### src/rtl/mfp_pkg.sv
package mfp_pkg;

   // How the counter wraps, chosen from the multiframe length
   typedef enum logic [0:0] {
      WRAP_NATURAL = 1'b0,
      WRAP_COMPARE = 1'b1
   } wrap_kind_e;

   function automatic wrap_kind_e mf_wrap_kind(int unsigned len);
      return ((len & (len - 1)) == 0) ? WRAP_NATURAL : WRAP_COMPARE;
   endfunction

   // Phase at which the release strobe fires for an offset request
   function automatic int unsigned mf_release_at(int unsigned ofs, int unsigned len);
      int unsigned n;
      n = (ofs >= len) ? len - 1 : ofs;
      return (n == 0) ? 0 : len - n;
   endfunction

endpackage

### src/rtl/mfp_sysref_det.sv
module mfp_sysref_det (
   input  logic clk_i,
   input  logic rst_ni,
   input  logic sysref_i,
   output logic load_o
);
   logic smp_q;
   logic smp_prev_q;

   always_ff @(posedge clk_i or negedge rst_ni) begin
      if (!rst_ni) begin
         smp_q      <= 1'b0;
         smp_prev_q <= 1'b0;
      end else begin
         smp_q      <= sysref_i;
         smp_prev_q <= smp_q;
      end
   end

   // one-cycle request on the first high sample
   assign load_o = smp_q & ~smp_prev_q;
endmodule

### src/rtl/mfp_phase_cnt.sv
module mfp_phase_cnt #(
   parameter int unsigned MF_LEN = 8,
   parameter int unsigned CNT_W  = $clog2(MF_LEN)
) (
   input  logic             clk_i,
   input  logic             rst_ni,
   input  logic             load_i,
   output logic [CNT_W-1:0] phase_o,
   output logic             nxt_zero_o
);
   localparam logic [CNT_W-1:0] LAST = CNT_W'(MF_LEN - 1);

   logic [CNT_W-1:0] cnt_q;
   logic [CNT_W-1:0] step;
   logic [CNT_W-1:0] cnt_d;

   generate
      if (mfp_pkg::mf_wrap_kind(MF_LEN) == mfp_pkg::WRAP_NATURAL) begin : g_wrap_pow2
         assign step = cnt_q + 1'b1;
      end else begin : g_wrap_cmp
         assign step = (cnt_q == LAST) ? '0 : cnt_q + 1'b1;
      end
   endgenerate

   // realignment parks at the last count so zero follows one edge later
   assign cnt_d = load_i ? LAST : step;

   always_ff @(posedge clk_i or negedge rst_ni) begin
      if (!rst_ni) cnt_q <= '0;
      else         cnt_q <= cnt_d;
   end

   assign phase_o    = cnt_q;
   assign nxt_zero_o = (cnt_d == '0);
endmodule

### src/rtl/mfp_release_dec.sv
module mfp_release_dec #(
   parameter int unsigned MF_LEN = 8,
   parameter int unsigned CNT_W  = $clog2(MF_LEN)
) (
   input  logic [CNT_W-1:0] phase_i,
   input  logic [CNT_W-1:0] ofs_i,
   output logic             release_o,
   output logic             edge_o
);
   logic [CNT_W-1:0] rel_pos;

   always_comb begin
      rel_pos = CNT_W'(mfp_pkg::mf_release_at(32'(ofs_i), MF_LEN));
   end

   assign release_o = (phase_i == rel_pos);
   assign edge_o    = (phase_i == '0);
endmodule

### src/rtl/mfp_sync_ctrl.sv
module mfp_sync_ctrl (
   input  logic clk_i,
   input  logic rst_ni,
   input  logic link_start_i,
   input  logic nxt_zero_i,
   output logic sync_n_o
);
   logic sync_q;

   always_ff @(posedge clk_i or negedge rst_ni) begin
      if (!rst_ni)           sync_q <= 1'b1;
      else if (!link_start_i) sync_q <= 1'b1;
      else if (nxt_zero_i)   sync_q <= 1'b0;
   end

   assign sync_n_o = sync_q;
endmodule

### src/rtl/mframe_phase_gen.sv
module mframe_phase_gen #(
   parameter int unsigned MF_LEN = 8,
   localparam int unsigned CNT_W = (MF_LEN < 2) ? 1 : $clog2(MF_LEN)
) (
   input  logic             clk_i,
   input  logic             rst_ni,
   input  logic             sysref_i,
   input  logic             link_start_i,
   input  logic [CNT_W-1:0] rel_ofs_i,
   output logic [CNT_W-1:0] phase_o,
   output logic             mf_edge_o,
   output logic             release_o,
   output logic             sync_req_no
);
   generate
      if (MF_LEN < 2) begin : g_bad_len
         $error("mframe_phase_gen: MF_LEN must be at least 2");
      end
   endgenerate

   logic sr_load;
   logic nxt_zero;

   mfp_sysref_det u_det (
      .clk_i    (clk_i),
      .rst_ni   (rst_ni),
      .sysref_i (sysref_i),
      .load_o   (sr_load)
   );

   mfp_phase_cnt #(.MF_LEN(MF_LEN), .CNT_W(CNT_W)) u_cnt (
      .clk_i      (clk_i),
      .rst_ni     (rst_ni),
      .load_i     (sr_load),
      .phase_o    (phase_o),
      .nxt_zero_o (nxt_zero)
   );

   mfp_release_dec #(.MF_LEN(MF_LEN), .CNT_W(CNT_W)) u_dec (
      .phase_i   (phase_o),
      .ofs_i     (rel_ofs_i),
      .release_o (release_o),
      .edge_o    (mf_edge_o)
   );

   mfp_sync_ctrl u_sync (
      .clk_i        (clk_i),
      .rst_ni       (rst_ni),
      .link_start_i (link_start_i),
      .nxt_zero_i   (nxt_zero),
      .sync_n_o     (sync_req_no)
   );
endmodule

### config.mk
export PLATFORM = sky130hd
export DESIGN_NAME = mframe_phase_gen
export DESIGN_NICKNAME = d
export VERILOG_FILES = /design/src/rtl/mfp_pkg.sv /design/src/rtl/mfp_sysref_det.sv /design/src/rtl/mfp_phase_cnt.sv /design/src/rtl/mfp_release_dec.sv /design/src/rtl/mfp_sync_ctrl.sv /design/src/rtl/mframe_phase_gen.sv
export SDC_FILE = /design/constraint.sdc
export NUM_CORES = 1
export LEC_CHECK = 0
export CAP_MARGIN = 15
export CORE_AREA = 4 4 41 43
export DETAILED_ROUTE_END_ITERATION = 12
export DIE_AREA = 0 0 45 47
export SLEW_MARGIN = 5
export SYNTH_ARGS = -nofsm -noshare
export SYNTH_HDL_FRONTEND = slang
export SYNTH_HIERARCHICAL = 1
export SYNTH_SLANG_ARGS = --single-unit
### constraint.sdc
create_clock -name clk_i -period 3 [get_ports clk_i]
set_input_delay 0.9 -clock clk_i [delete_from_list [all_inputs] [get_ports clk_i]]
set_output_delay 0.9 -clock clk_i [all_outputs]
set_load 0.01 [all_outputs]
==> results of run 1 <==
==> area by class of cell <==
type | instances | area (um^2)
clock buffer | 4 | 26.28
fill | 144 | 758.2
inverter | 4 | 17.52
multi-input combinational | 20 | 186.4
sequential | 6 | 151.4
tap | 15 | 18.77
timing repair buffer | 15 | 142.6
==> sequential cells by signal, indices dropped and copies added (netlist names) <==
| signal | cells |
|---|---|
| u_det/smp_prev_q | 1 |
| u_cnt/phase_o | 3 |
| u_det/smp_q | 1 |
| u_sync/sync_n_o | 1 |
==> per-stage QoR <==
step                      TNS, ps  hold WS [ps]  cell area, um^2  worst slack, ps  cells
after floorplan                 0         354.4            335.3            126.1     30
after detailed placement   -868.4         364.5            496.7           -868.4     60
after CTS                       0         393.2            528.0            15.60     64
after global placement     -857.8         371.0            496.7           -857.8     60
final                           0         381.3            543.0            69.63     64
after global routing       -3.746         411.6            543.0           -3.746     64
==> cell usage in the layout, fill, tap and decap left out, types with 2 or more instances in the layout <==
| cell type | instances |
|---|---|
| inv_1 | 2 |
| dfrtp_1 | 5 |
| clkbuf_4 | 3 |
| xnor2_1 | 2 |
| nor2_1 | 2 |
| clkdlybuf4s50_1 | 8 |
| buf_4 | 3 |
==> worst max path at each step <==
stage,startpoint,endpoint,slack (ps),depth (start not counted)
final,rel_ofs_i[0],release_o,70,7
after global routing,rel_ofs_i[0],release_o,-4,7
after CTS,rel_ofs_i[1],release_o,20,7
after detailed placement,rel_ofs_i[0],release_o,-870,7
after global placement,rel_ofs_i[0],release_o,-860,7
after floorplan,rel_ofs_i[0],release_o,130,5
==> worst reg2reg max path, cell delays in order (launching register included) <==
cell	delay (ps)
dfrtp_1	460
ha_1	250
xnor2_1	200
nor3b_2	220
o21ai_2	60
==> per-layer routing <==
metal	wire length (um)	share of wire (%)
met5	0	0
met2	318	47
met1	282	41
met4	0	0
met3	81	12
==> cells by family after synthesis <==
family	after synthesis	share of synthesized area [%]
flops	6	45.15
xor+xnor	3	7.837
buf+inv	4	4.476
fa+ha+maj	3	11.20
simple gates	11	25.37
compound gates	3	5.970
==> power groups by stage <==
| stage | Combinational (W) | Sequential [W] | Clock, W |
|---|---|---|---|
| 5_1_grt | 0.000160 | 0.000134 | 0.0000919 |
| 2_1_floorplan | 0.0000694 | 0.000134 | 0 |
| 6_report | 0.000146 | 0.000129 | 0.0000801 |
| 3_5_place_dp | 0.000148 | 0.000130 | 0 |
| 4_1_cts | 0.000147 | 0.000129 | 0.0000856 |
| 3_3_place_gp | 0.000146 | 0.000130 | 0 |
==> what timing repair did <==
action                                  CTS  global route
endpoints found under the setup margin    1             1
pin swaps                                 4             1
gates resized for setup                  19             4
setup buffers                             0             0
==> results.tsv, run 1 <==
stage	metric	value	unit
outcome	status	finished, final reports clean	
synth	Syn Inst Count	30	
critical_path	worst reg2reg endpoint	u_sync/sync_n_o	
grt	GR Layer Usage met2	12.71	%
clock_network	Post-CTS Hold Fix Bufs	0	
floorplanning	core area	1301	um^2
cells_and_area	n_diodes	0	
min_path	Hold Path Class	reg -> reg	
grt	GRT Overall Usage	7.631	%
power_and_ir_drop	Sw Share	31.76	%
floorplanning	die footprint	2115	um^2
cells_and_area	Util after Layout	41.73	%
power_and_ir_drop	Power Internal	0.0002427	W
clock_network	H-tree depth	1	
detailed_routing	drt first-iter violations	3	
timing	Tightest Pin Transition	287.7	ps
synth	register area share after synthesis	45.15	%
detailed_routing	antenna viol nets, final	0	
clock_network	# clock sinks	6	
place	hpwl dp	547.8	um
detailed_routing	routed vias/inst	4.234	
synth	Synth Warn #	6	
synth	Synth top cells by count	dfrtp_1, inv_1, ha_1, nor2_1, xnor2_1	
critical_path	Crit. End Element	output pin	
floorplanning	die height	47	um
power_and_ir_drop	PD cells	655.0	nW/um^2
floorplanning	I/O pins	13	
synth	share of Yosys cell area claimed by the top area cell type	37.31	%
power_and_ir_drop	Switch Pwr	0.0001130	W
min_path	Min-Delay Path Depth	0	
critical_path	slowest cell delay on critical path	460	ps
synth	asr flop ratio synth	100.0	%
timing	final period utilization	97.68	%
power_and_ir_drop	Power Total	0.0003557	W
critical_path	critical path class	in -> out	
place	GPL Wtd Cong	0.7046	
cells_and_area	final net count	60	
clock_network	cts bufs inserted	3	
critical_path	Critical Path RT	2100	ps
clock_network	worst skew pair latency	240	ps
timing	Period minus WS final	2930	ps
floorplanning	die width	45	um
timing	FMAX	341.3	MHz
timing	Final Setup Violations	0	
min_path	hold path startpoint	u_det/smp_q	
clock_network	clock-pin slew on the worst setup and hold paths	50	ps
grt	largest net degree at the start of global routing	8	
detailed_routing	WL final	682	um
grt	antenna violations before repair	0	
place	Port-buffer cells	12	
timing	RSZ-0062 raised after global routing	true	
timing	Final Hold Fails	0	
detailed_routing	routed via count	271	
detailed_routing	DRC viols	0	
critical_path	R2R cell count	4	
detailed_routing	DR pass1 iterations	2	
run	max-cap viol count	0	
floorplanning	Rows	13	
cells_and_area	share of layout cells above drive strength 1	40.82	%
synth	Netlist cell types	19	
critical_path	Worst setup SP type	input port	
synth	mapped cell area	335.3	um^2
timing	max_slew headroom	80.76	%
power_and_ir_drop	Flop pwr share	36.4	%
critical_path	CP arrival	2030	ps
critical_path	crit path max fanout	2	
synth	top-count cell post-synth	dfrtp_1	
synth	Yosys top cell by area	dfrtp_1	
critical_path	CP Buf/Inv Count	3	
grt	gr busiest metal	met2	
grt	grt met3 use	4.215	%
grt	total gr overflow	0	
clock_network	deepest clock path buffer count	2	
synth	Seq cells post-synth	6	
grt	grt met1 use	7.176	%
synth	Most used DFF post-synth	dfrtp_1	
synth	Area contributors post-synth	dfrtp_1, ha_1, dfstp_2, xnor2_1, inv_1	
synth	Post-synth EDFFs	0	
critical_path	Crit path max-delay family	simple AND/OR/NAND/NOR gates	
synth	syn_nets	40	
critical_path	register-to-register setup slack	1740	ps
grt	vias in the first global route	281	
detailed_routing	wire per inst	10.66	um
timing	Clock Skew	3.680	ps
floorplanning	Starting Density	25.77	%
clock_network	clk root buf	clkbuf_4	
clock_network	CTS tree	done	
power_and_ir_drop	LEAKAGE	0.2412	nW
grt	global-route wire length before repair	1.097	mm
power_and_ir_drop	Clock Power Share	22.5	%
min_path	Worst Hold End	u_det/smp_prev_q	
power_and_ir_drop	Max IR drop VDD	0.1982	mV
critical_path	worst-path cell with the longest stage delay	or4_1	
critical_path	worst-path cell chain	buf_8 -> inv_4 -> ha_4 -> nand2_2 -> or4_1 -> a31oi_1 -> buf_2	
critical_path	Reg-to-Reg Start	u_cnt/phase_o[0]	
power_and_ir_drop	Combinational Power Share	41.1	%
synth	syn_area_per_cell	11.18	um^2
timing	Final Slew Violations	0	
cells_and_area	synthesis-to-finish area growth	61.94	%
(Power assumes the default switching activity.)
==> inputs of run 2 (changes only) <==
Settings changed: CAP_MARGIN 15 to 30.
==> results of run 2 <==
Same layout as run 1: the final DEF is identical, and so are final timing and power.
